$ cat config.mk
export PLATFORM = sky130hd
export DESIGN_NAME = ccr_regbank
export DESIGN_NICKNAME = d
export VERILOG_FILES = /design/src/rtl/ccr_pkg.sv /design/src/rtl/ccr_addr_decode.sv /design/src/rtl/ccr_field_reg.sv /design/src/rtl/ccr_read_mux.sv /design/src/rtl/ccr_regbank.sv
export SDC_FILE = /design/constraint.sdc
export NUM_CORES = 1
export LEC_CHECK = 0
export BUFFER_PORTS_ARGS = -buffer_cell sky130_fd_sc_hd__buf_2
export CAP_MARGIN = 20
export CORE_ASPECT_RATIO = 2
export CORE_UTILIZATION = 56
export CTS_CLUSTER_DIAMETER = 120
export CTS_CLUSTER_SIZE = 8
export DETAILED_ROUTE_END_ITERATION = 8
export GPL_TIMING_DRIVEN = 0
export PLACE_DENSITY = 0.86
export SLEW_MARGIN = 25
export SYNTH_ARGS = -nofsm -noshare
export SYNTH_HDL_FRONTEND = slang
export SYNTH_SLANG_ARGS = --single-unit
$ cat constraint.sdc
create_clock -name clk -period 3.8 [get_ports clk]
set_input_delay 0.38 -clock clk [delete_from_list [all_inputs] [get_ports clk]]
set_output_delay 0.38 -clock clk [all_outputs]
set_load 0.005 [all_outputs]
$ cat src/rtl/ccr_pkg.sv
package ccr_pkg;
  localparam int DW   = 32;
  localparam int NREG = 9;

  typedef logic [DW-1:0] word_t;

  // Register slot indices
  localparam int IX_MODE  = 0;
  localparam int IX_PDIV0 = 1;
  localparam int IX_PDIV1 = 2;
  localparam int IX_MPLL  = 3;
  localparam int IX_SPLL  = 4;
  localparam int IX_GATE0 = 5;
  localparam int IX_PWR   = 8;
  localparam int GATE_N   = 3;

  localparam int    CONST_WORD = 18;
  localparam word_t CONST_VAL  = 32'h0000_4040;

  function automatic int unsigned word_of(int i);
    case (i)
      IX_MODE:  return 0;
      IX_PDIV0: return 1;
      IX_PDIV1: return 2;
      IX_MPLL:  return 4;
      IX_SPLL:  return 6;
      5:        return 8;
      6:        return 9;
      7:        return 10;
      default:  return 23;
    endcase
  endfunction

  function automatic word_t wmask_of(int i);
    case (i)
      IX_MODE:          return 32'h3b6f_dfff;
      IX_PDIV0:         return 32'hff9f_3fff;
      IX_MPLL, IX_SPLL: return 32'hbfff_3fff;
      IX_PWR:           return 32'h0000_0000;
      default:          return 32'hffff_ffff;
    endcase
  endfunction

  function automatic word_t force_of(int i);
    return (i == IX_MODE) ? 32'h0400_0000 : 32'h0;
  endfunction

  // PLL field packing: pre-divider [29:26], denominator [25:16],
  // integer [13:10], numerator [9:0]
  function automatic word_t pll_word(int pd, int mfd, int mfi, int mfn);
    return (word_t'(pd & 'hf) << 26) | (word_t'(mfd & 'h3ff) << 16) |
           (word_t'(mfi & 'hf) << 10) | word_t'(mfn & 'h3ff);
  endfunction

  function automatic word_t reset_of(int i);
    case (i)
      IX_MODE:  return 32'h074b_0b7b;
      IX_PDIV0: return 32'hff87_0b48;
      IX_PDIV1: return 32'h49fc_fe7f;
      IX_MPLL:  return pll_word(1, 0, 6, 0);
      IX_SPLL:  return pll_word(1, 4, 'hc, 1);
      IX_PWR:   return 32'h8020_9828;
      default:  return 32'hffff_ffff;
    endcase
  endfunction

  function automatic bit writable_of(int i);
    return i != IX_PWR;
  endfunction

  function automatic logic [NREG-1:0] freq_set();
    logic [NREG-1:0] m;
    m = '0;
    for (int i = 0; i < NREG; i++)
      m[i] = (i <= IX_SPLL);
    return m;
  endfunction
endpackage

$ cat src/rtl/ccr_addr_decode.sv
module ccr_addr_decode
  import ccr_pkg::*;
#(
  parameter int WORD_W = 10
) (
  input  logic [WORD_W-1:0] word,
  output logic [NREG-1:0]   hit,
  output logic              const_hit,
  output logic              freq_hit
);
  localparam logic [NREG-1:0] FREQ_SET = freq_set();

  for (genvar g = 0; g < NREG; g++) begin : g_cmp
    assign hit[g] = (word == WORD_W'(word_of(g)));
  end

  assign const_hit = (word == WORD_W'(CONST_WORD));
  assign freq_hit  = |(hit & FREQ_SET);
endmodule

$ cat src/rtl/ccr_field_reg.sv
module ccr_field_reg
  import ccr_pkg::*;
#(
  parameter word_t RESET_VAL = '0,
  parameter word_t WMASK     = '1,
  parameter word_t FORCE_SET = '0,
  parameter bit    WRITABLE  = 1'b1
) (
  input  logic  clk,
  input  logic  rst,
  input  logic  we,
  input  word_t wdata,
  output word_t q
);
  if (WRITABLE) begin : g_rw
    always_ff @(posedge clk) begin
      if (rst)     q <= RESET_VAL;
      else if (we) q <= (wdata & WMASK) | FORCE_SET;
    end
  end else begin : g_ro
    logic unused_we;
    word_t unused_wd;
    assign unused_we = we;
    assign unused_wd = wdata;
    always_ff @(posedge clk) begin
      if (rst) q <= RESET_VAL;
    end
  end
endmodule

$ cat src/rtl/ccr_read_mux.sv
module ccr_read_mux
  import ccr_pkg::*;
(
  input  logic [NREG-1:0][DW-1:0] regs,
  input  logic [NREG-1:0]         hit,
  input  logic                    const_hit,
  output word_t                   rdata
);
  always_comb begin
    rdata = const_hit ? CONST_VAL : '0;
    for (int i = 0; i < NREG; i++)
      if (hit[i]) rdata = rdata | regs[i];
  end
endmodule

$ cat src/rtl/ccr_regbank.sv
module ccr_regbank
  import ccr_pkg::*;
#(
  parameter int ADDR_W = 12
) (
  input  logic                    clk,
  input  logic                    rst,
  input  logic                    bus_req_valid,
  output logic                    bus_req_ready,
  input  logic                    bus_req_write,
  input  logic [ADDR_W-1:0]       bus_req_addr,
  input  logic [31:0]             bus_req_wdata,
  output logic                    bus_rsp_valid,
  output logic [31:0]             bus_rsp_data,
  output logic                    recalc_pulse,
  output logic [31:0]             cfg_mode,
  output logic [31:0]             cfg_pdiv0,
  output logic [31:0]             cfg_pdiv1,
  output logic [31:0]             cfg_mpll,
  output logic [31:0]             cfg_spll,
  output logic [GATE_N*DW-1:0]    cfg_gate,
  output logic [31:0]             cfg_pwr
);
  localparam int WORD_W = ADDR_W - 2;

  logic [WORD_W-1:0]       word;
  logic [NREG-1:0]         hit;
  logic                    const_hit;
  logic                    freq_hit;
  logic                    wr_fire;
  logic                    rd_fire;
  logic [NREG-1:0][DW-1:0] regs;
  word_t                   rdata;
  logic                    boot_pend;
  logic                    unused_lsb;

  assign bus_req_ready = 1'b1;
  assign word       = bus_req_addr[ADDR_W-1:2];
  assign unused_lsb = ^bus_req_addr[1:0];
  assign wr_fire    = bus_req_valid & bus_req_ready & bus_req_write;
  assign rd_fire    = bus_req_valid & bus_req_ready & ~bus_req_write;

  ccr_addr_decode #(.WORD_W(WORD_W)) dec_i (
    .word      (word),
    .hit       (hit),
    .const_hit (const_hit),
    .freq_hit  (freq_hit)
  );

  for (genvar g = 0; g < NREG; g++) begin : g_reg
    ccr_field_reg #(
      .RESET_VAL (reset_of(g)),
      .WMASK     (wmask_of(g)),
      .FORCE_SET (force_of(g)),
      .WRITABLE  (writable_of(g))
    ) reg_i (
      .clk   (clk),
      .rst   (rst),
      .we    (wr_fire & hit[g]),
      .wdata (bus_req_wdata),
      .q     (regs[g])
    );
  end

  ccr_read_mux rmux_i (
    .regs      (regs),
    .hit       (hit),
    .const_hit (const_hit),
    .rdata     (rdata)
  );

  always_ff @(posedge clk) begin
    if (rst) begin
      bus_rsp_valid <= 1'b0;
      bus_rsp_data  <= '0;
    end else begin
      bus_rsp_valid <= rd_fire;
      if (rd_fire) bus_rsp_data <= rdata;
    end
  end

  always_ff @(posedge clk) begin
    if (rst) begin
      boot_pend    <= 1'b1;
      recalc_pulse <= 1'b0;
    end else begin
      boot_pend    <= 1'b0;
      recalc_pulse <= boot_pend | (wr_fire & freq_hit);
    end
  end

  assign cfg_mode  = regs[IX_MODE];
  assign cfg_pdiv0 = regs[IX_PDIV0];
  assign cfg_pdiv1 = regs[IX_PDIV1];
  assign cfg_mpll  = regs[IX_MPLL];
  assign cfg_spll  = regs[IX_SPLL];
  assign cfg_pwr   = regs[IX_PWR];

  for (genvar k = 0; k < GATE_N; k++) begin : g_gate
    assign cfg_gate[k*DW +: DW] = regs[IX_GATE0 + k];
  end
endmodule

==> flow_summary.toml, run 1 <==
[placement]
dp_hpwl_um = 42400
dp_cells = 2037
post-place-ws_ps = -151
post_dp_cell_area_mm2 = 0.0143
io_buffer_count = 296
place_congestion = 1.02

[min_path]
hold_depth = 1
hold_class = "in -> reg"
min_from = "rst"
hold_path_end = "boot_pend$_DFF_P_"

[clocking]
clk_path_buf_depth = 3
cts_hold_buffers = 0
cts_resized = 0
cts_setup_buffers = 0
clk_pin_slew_ps = 60
cts_made_buffers = 40
root_buffer = "clkbuf_16"
cts_tree = "done"
numClockSinks = 275
clock_latency_ps = 540
htreeDepth = 2

[grt]
grt_antenna_before_repair = 0
grt_pass1_wl_um = 85600
track_usage_pct = 53.6
grt_pass1_vias = 13100
grt_max_degree = 11
overflow = 0

[drt]
ant_nets = 0
num_vias = 13800
drt_pass1_iterations = 6
wirelength_um = 61600
wl_per_cell_um = 29.6
vias_per_cell = 6.65
drt_iter0_drc = 1611
drcViolationCount = 0

[logic_synthesis]
synth-edff-count = 0
synth_cell_types = 45
synth-warning-count = 0
synth_seq_cells = 275
async_reset_ff_share_pct = 0
synth.area.top_cells = "dfxtp_1 (45%), nand2_1 (9.0%), a211o_1 (6.9%)"
synth-main-ff-cell = "dfxtp_1"
avgSynthCellArea_um2 = 8.61
syn_inst = 1421
yosys.area.top_type = "dfxtp_1"
synth_seq_area_share_pct = 45.0
synth_area_mm2 = 0.0122
synth_top_area_share_pct = 45.0

[power]
leakagePower_nw = 6.23
p_per_area_mw_per_mm2 = 432
ir_drop_mv = 0.335

[critical_path]
cp.required_ps = 4260
arrival_ps = 3740
r2r_end = "bus_rsp_data[6]$_SDFFE_PP0P_"
path_cells = "buf_2, nor3_1, nand3_1, nor3_2, clkbuf_1, nand2_1, a21oi_1"
cp-end-kind = "flip-flop"
rr_worst_depth = 5
crit_type = "in -> reg"
path_max_fanout = 10
critical-path-max-stage-delay_ps = 860
cp-start-kind = "input pin"
cpMaxStageDelayCell = "nor3_2"
ff2ff_setup_slack_ps = 2300
r2r-start = "g_reg[6].reg_i.q[6]$_SDFFE_PP1P_"

[floorplanning]
ios = 371
die_area_mm2 = 0.0225
die_w_um = 107
rows = 76
fp.dieH_um = 211
core_mm2 = 0.0215
initial_core_util_pct = 56.9

[timing]
period_needed_ps = 3280
tightest_slew_ps = 1170
finalWorstSetupSlack_ps = 521
slew_violations = 0
fin_skew_ps = 15.7
final_hold_viol_count = 0
fmax_mhz = 305
rsz0062_at_grt = "false"
min_period_over_period_pct = 86.3
setup_viol_count_final = 0
worst_slew_margin_rel_pct = 21.7

[finish]
final_cells = 2081
stdcell_area_mm2 = 0.0153
diodes = 0
fin_nets = 1854
drive_gt1_share_pct = 25.7
fillers = 1718
areaGrowthSynthToFinish_pct = 25.4

[job]
cap_viol_max_count = 0

[status]
run_status = "finished clean"
==> layer usage <==
metal	part of all wire (%)	vias to the layer above	wire length, um	GRT usage (%)
li1	-	5605	-	-
met1	31	6422	18800	56.3
met2	45	1331	27600	83.6
met3	13	478	7810	15.7
met4	12	0	7360	53.0
met5	0	-	0	0
==> synthesized netlist by cell type (18+ instances only) <==
cell type  number
nand2_1       292
buf_4          61
a221oi_1       21
dfxtp_1       275
nor2_1         56
nor2b_1       101
a211o_1        97
nand3b_1       62
clkbuf_1       90
mux2_2         18
nor3_1         25
buf_2          27
a22oi_1        40
mux2i_1        42
o21ai_0        19
a21oi_1        90
==> how the worst max path moves through the flow <==
stage | startpoint | end
4_1_cts | bus_req_addr[2] | g_reg[0].reg_i.q[28]$_SDFFE_PP0P_
6_report | bus_req_addr[6] | g_reg[0].reg_i.q[15]$_SDFFE_PP0P_
2_1_floorplan | bus_req_addr[2] | g_reg[1].reg_i.q[11]$_SDFFE_PP1P_
3_3_place_gp | bus_req_addr[6] | g_reg[5].reg_i.q[25]$_SDFFE_PP1P_
5_1_grt | bus_req_addr[6] | g_reg[0].reg_i.q[21]$_SDFFE_PP0P_
3_5_place_dp | bus_req_addr[2] | g_reg[0].reg_i.q[28]$_SDFFE_PP0P_
==> state kept, by name, summed over array words and instances, names as in the netlist <==
register / flops
recalc_pulse: 1
bus_rsp_valid: 1
g.reg_i.q: 240
boot_pend: 1
bus_rsp_data: 32
==> final cells by class <==
| type | count | area (um2) | area share, % |
|---|---|---|---|
| Multi-Input combinational cell | 1002 | 5920 | 38.6 |
| Buffer | 189 | 1010 | 6.57 |
| Inverter | 2 | 7.51 | 0.0490 |
| Clock inverter | 2 | 23.8 | 0.155 |
| Timing Repair Buffer | 296 | 1480 | 9.66 |
| Tap cell | 273 | 342 | 2.23 |
| Sequential cell | 275 | 5510 | 35.9 |
| Clock buffer | 42 | 1050 | 6.85 |
==> power breakdown <==
part           total [mW]  switching [mW]  leakage [nW]  internal [mW]
sequential           2.93          0.0181          2.23           2.91
combinational       0.487           0.334          3.48          0.153
clock                3.22            1.28         0.525           1.93
total                6.63            1.63          6.23           5.00
==> cells by family after synthesis <==
| logic type | synth area share, % |
|---|---|
| AO/OA/AOI/OAI | 18.8 |
| other | 0.0614 |
| flip-flops | 45.0 |
| multiplexers | 5.09 |
| AND/OR/NAND/NOR | 22.7 |
| buffers and inverters | 8.27 |
==> critical path, delay by kind of cell <==
family | cells | cell delay [ps]
AOI/OAI and AO/OA | 1 | 140
buffers and inverters | 2 | 890
and+or+nand+nor | 4 | 2310
==> layout by cell type, fill, tap and decap left out, types with 24 or more instances in the layout <==
cell type  Yosys  routed
a21oi_1       90      90
nor3_1        25      24
a211o_1       97      97
nor2b_1      101     101
conb_1         2      49
nor2_1        56      56
nand2_1      292     292
a22oi_1       40      40
clkbuf_16      0      42
dfxtp_1      275     275
nand3b_1      62      62
clkbuf_1      90      87
buf_2         27     323
buf_4         61      61
mux2i_1       42      42
==> metrics by stage <==
stage          hold slack [ps]  power, mW  util [%]  setup TNS [ps]
6_report                   109       6.63      71.4               0
5_1_grt                   95.6       6.71      71.4               0
4_1_cts                   69.8       6.54      71.3               0
3_5_place_dp               451       3.44      66.3           -2150
3_3_place_gp               452       3.43      66.2           -1510
2_1_floorplan              408       3.24         -               0
Note: power is estimated with default switching activity, not from simulation.
==> run 2: changes to the inputs <==
Settings changed: CORE_UTILIZATION 56 to 52, MAX_ROUTING_LAYER set to met4, PLACE_DENSITY 0.86 to 0.81.
Clock period 3.8 ns to 3.45 ns, I/O delays scaled along.
==> run 2 against run 1 <==
  * Sequential power increased by 9.9%
  * First-iteration DRC count is 5.3% higher
  * Core utilization decreased by 5.1 points
  * Final area barely moved
  * Via count shrank 0.64%
  * Combinational power up 9.0%
  * Cell count rose by 0.53%
  * Die area rose by 7.6%
  * Critical endpoint is now g_reg[0].reg_i.q[27]$_SDFFE_PP0P_
==> flow_summary.toml, run 2 (synthesis gave the netlist of run 1 again) <==
[timing]
worst_slew_margin_rel_pct = 21.4
final_hold_viol_count = 0
hold_ws_ps = 88.8
rsz0062_at_grt = "false"
tightest_slew_ps = 1180
min_period_over_period_pct = 95.9
period_needed_ps = 3310
setup_viol_count_final = 0
slew_violations = 0
fin_skew_ps = 24.8
fmax_mhz = 302
finalWorstSetupSlack_ps = 142

[finish]
layout_common_cells = "buf_2 (323), nand2_1 (292), dfxtp_1 (275)"
largest_registers = "g.reg_i.q: 240 flops, bus_rsp_data: 32 flops"
drive_gt1_share_pct = 25.6
largest_reg_flops = 240
postLayoutCoreUtil_pct = 66.3
fin_nets = 1854
regMostFlops = "g.reg_i.q"
areaGrowthSynthToFinish_pct = 25.3
fillers = 2041
layout_commonest_cell = "buf_2"

[drt]
ant_nets = 0
drcViolationCount = 0
vias_per_cell = 6.57
num_vias = 13700
drt_iter0_drc = 1697
drt_pass1_iterations = 6
wirelength_um = 60800
wl_per_cell_um = 29.1

[floorplanning]
initial_core_util_pct = 52.9
die_w_um = 110
core_mm2 = 0.0231
die_area_mm2 = 0.0242
rows = 79
ios = 371
fp.dieH_um = 219

[critical_path]
cp.required_ps = 3900
ff2ff_setup_slack_ps = 1930
cp-end-kind = "flip-flop"
crit_type = "in -> reg"
critical-path-max-stage-delay_ps = 840
critPathTopFamily = "simple AND/OR/NAND/NOR gates"
crit_buf_inv = 2
path_cells = "buf_4, nor4_1, nand3_1, nor3_4, clkbuf_1, nand2_1, a21oi_1"
cp-start-kind = "input pin"
arrival_ps = 3760
path_max_fanout = 10
cpMaxStageDelayCell = "nor4_1"

[clocking]
htreeDepth = 2
root_buffer = "clkbuf_16"
cts_made_buffers = 40
clk_pin_slew_ps = 50
cts_tree = "done"
clock_latency_ps = 530
numClockSinks = 275
clk_path_buf_depth = 3
cts_setup_buffers = 0

[placement]
post-place-ws_ps = -379
io_buffer_count = 296
dp_hpwl_um = 42400
place_congestion = 1.04

[min_path]
hold_class = "in -> reg"

[status]
run_status = "finished clean"

[grt]
grt_pass1_wl_um = 84700
grt_pass1_vias = 12900
overflow = 0
track_usage_pct = 49.8
grt_max_degree = 11
grt_antenna_before_repair = 0

[power]
p_per_area_mw_per_mm2 = 475
leakagePower_nw = 6.22
ir_drop_mv = 0.363
power_mw = 7.27

[job]
cap_viol_max_count = 0
==> run 2: cell types whose count changed in the layout (fill, tap and decap cells not counted), sizes merged <==
| cell | change |
|---|---|
| clkbuf | -1 |
| clkinv | -1 |
| inv | +2 |
| diode | +1 |
==> run 2: per-layer routing <==
| metal | vias up | wire length (um) | track usage, % |
|---|---|---|---|
| li1 | 5613 | - | - |
| met1 | 6405 | 19100 | 52.5 |
| met2 | 1309 | 27800 | 78.2 |
| met3 | 420 | 7130 | 9.91 |
| met4 | 0 | 6780 | 46.3 |
| met5 | - | 0 | - |
==> run 2: stage by stage <==
step | instances | instance area, um2 | setup TNS (ps)
finish | 2092 | 15300 | 0
CTS | 2091 | 15300 | 0
detailed placement | 2047 | 14300 | -9520
global route | 2091 | 15300 | 0
global placement | 2047 | 14200 | -14540
floorplan | 1468 | 12400 | 0
==> run 2: worst paths after layout <==
check | from | to | cells past startpoint
hold reg to reg | g_reg[0].reg_i.q[14]$_SDFFE_PP0P_ | g_reg[0].reg_i.q[14]$_SDFFE_PP0P_ | 2
setup / recovery | bus_req_addr[2] | g_reg[0].reg_i.q[27]$_SDFFE_PP0P_ | 7
hold / removal | bus_req_wdata[17] | g_reg[7].reg_i.q[17]$_SDFFE_PP1P_ | 2
setup reg to reg | g_reg[0].reg_i.q[12]$_SDFFE_PP0P_ | bus_rsp_data[12]$_SDFFE_PP0P_ | 5
==> run 2: report_power, final <==
part,switching [mW],internal [mW],leakage (nW)
Combinational,0.362,0.169,3.48
Sequential,0.0191,3.21,2.23
Clock,1.43,2.09,0.514
Total,1.81,5.46,6.22
==> run 2: cell type report <==
class,instances,area [um2],share of cell area [%]
Multi-Input combinational cell,1002,5920,38.6
Sequential cell,275,5510,35.9
Timing Repair Buffer,296,1480,9.67
Clock buffer,41,1030,6.69
Buffer,189,1010,6.56
Tap cell,283,354,2.31
Clock inverter,3,25.0,0.163
Inverter,2,7.51,0.0490
Antenna cell,1,2.50,0.0163
==> run 2: timing repair <==
action                     4_1_cts  5_1_grt
hold buffers                     0        0
setup endpoints to repair        0       16
gates resized for setup          0        1
==> run 3: changes to the inputs <==
Settings changed: CORE_UTILIZATION 52 to 56, PLACE_DENSITY 0.81 to 0.86.
Clock period 3.45 ns to 3.9 ns, I/O delays scaled along.
==> run 3 against run 2 <==
  * Sequential share of layout area is 0.050 points higher
  * Largest power group unchanged
  * Worst setup slack better by 370 ps
  * Highest routed layer unchanged
  * Register-to-register slack better by 400 ps
  * Largest cell class unchanged
  * Critical path type unchanged
==> flow_summary.toml, run 3 (synthesis gave the netlist of run 1 again) <==
[clocking]
cts_tree = "done"
cts_hold_buffers = 0
clk_pin_slew_ps = 60
clk_path_buf_depth = 3
cts_made_buffers = 40
cts_resized = 0
htreeDepth = 2
root_buffer = "clkbuf_16"
cts_setup_buffers = 0
numClockSinks = 275
clock_latency_ps = 530

[floorplanning]
rows = 76
initial_core_util_pct = 56.9
ios = 371
die_area_mm2 = 0.0225
core_mm2 = 0.0215
fp.dieH_um = 211
die_w_um = 107

[min_path]
hold_class = "in -> reg"
hold_depth = 1
min_from = "rst"

[job]
cap_viol_max_count = 0

[finish]
fillers = 1723
largest_reg_flops = 240
drive_gt1_share_pct = 25.6
stdcell_area_mm2 = 0.0153
areaGrowthSynthToFinish_pct = 25.1
layout_commonest_cell = "buf_2"
largest_registers = "g.reg_i.q: 240 flops, bus_rsp_data: 32 flops"
fin_nets = 1854
regMostFlops = "g.reg_i.q"
layout_common_cells = "buf_2 (323), nand2_1 (292), dfxtp_1 (275)"
final_cells = 2080

[critical_path]
ff2ff_setup_slack_ps = 2330
path_max_fanout = 10
cp-start-kind = "input pin"
arrival_ps = 3830
cp.required_ps = 4340
r2r-start = "g_reg[0].reg_i.q[12]$_SDFFE_PP0P_"
cp-end-kind = "flip-flop"
crit_path_start = "bus_req_addr[2]"
crit_type = "in -> reg"
rr_worst_depth = 5

[timing]
period_needed_ps = 3390
tightest_slew_ps = 1260
rsz0062_at_grt = "false"
slew_violations = 0
worst_slew_margin_rel_pct = 15.7
fmax_mhz = 295
setup_tns_ps = 0
fin_skew_ps = 17.6
hold_ws_ps = 148
min_period_over_period_pct = 86.9
setup_viol_count_final = 0
final_hold_viol_count = 0

[drt]
drt_pass1_iterations = 8
ant_nets = 0
drt_iter0_drc = 1638
drcViolationCount = 0
vias_per_cell = 6.65
num_vias = 13800
wl_per_cell_um = 30.0
wirelength_um = 62400

[grt]
track_usage_pct = 55.9
grt_pass1_vias = 13100
overflow = 0
grt_pass1_wl_um = 85900
grt_max_degree = 11
grt_antenna_before_repair = 1

[status]
run_status = "finished clean"

[power]
p_per_area_mw_per_mm2 = 419
ir_drop_mv = 0.356
power_mw = 6.41
leakagePower_nw = 6.22

[placement]
dp_hpwl_um = 42700
io_buffer_count = 296
place_congestion = 1.01
post_dp_cell_area_mm2 = 0.0143
dp_cells = 2037
[run 3: cell types whose count changed in the layout (fill, tap and decap cells not counted), sizes merged]
cell	previous run	this run
inv	4	2
[run 3: cell type report]
cell class	instances	area (um2)	share of cell area, %
Multi-Input combinational cell	1002	5930	38.7
Sequential cell	275	5510	36.0
Timing Repair Buffer	296	1480	9.68
Clock buffer	41	1030	6.70
Buffer	189	1010	6.57
Tap cell	273	342	2.23
Clock inverter	1	7.51	0.0491
Inverter	2	7.51	0.0491
Antenna cell	1	2.50	0.0164
[run 3: critical path: stages]
cell and delay [ps]:
buf_4 160, nor4_2 710, nand3_1 640, nor3_2 880, clkbuf_1 770, nand2_1 130, a21oi_1 140
[run 3: worst paths after layout]
kind | endpoint
worst min-delay path | boot_pend$_DFF_P_
worst max register to register | bus_rsp_data[12]$_SDFFE_PP0P_
worst min register to register | g_reg[3].reg_i.q[3]$_SDFFE_PP0P_
worst max-delay path | g_reg[0].reg_i.q[28]$_SDFFE_PP0P_
[run 3: metal layers]
layer,up-vias,routed length [um],track usage (%),share of wire (%)
li1,5600,-,-,-
met1,6352,18900,56.5,30
met2,1358,27800,83.7,45
met3,523,8080,16.6,13
met4,0,7620,55.7,12
met5,-,0,-,0
[run 3: per-stage QoR]
| step | worst slack [ps] | utilization (%) |
|---|---|---|
| 6_report | 510 | 71.2 |
| 5_1_grt | 557 | 71.2 |
| 4_1_cts | 745 | 71.2 |
| 3_5_place_dp | 228 | 66.4 |
| 3_3_place_gp | -234 | 66.2 |
| 2_1_floorplan | 1520 | - |
[run 3: where the power goes]
group | leakage (nW) | switching, mW | internal [mW]
registers | 2.23 | 0.0165 | 2.84
logic | 3.48 | 0.330 | 0.150
clock network | 0.505 | 1.24 | 1.83
total | 6.22 | 1.59 | 4.82
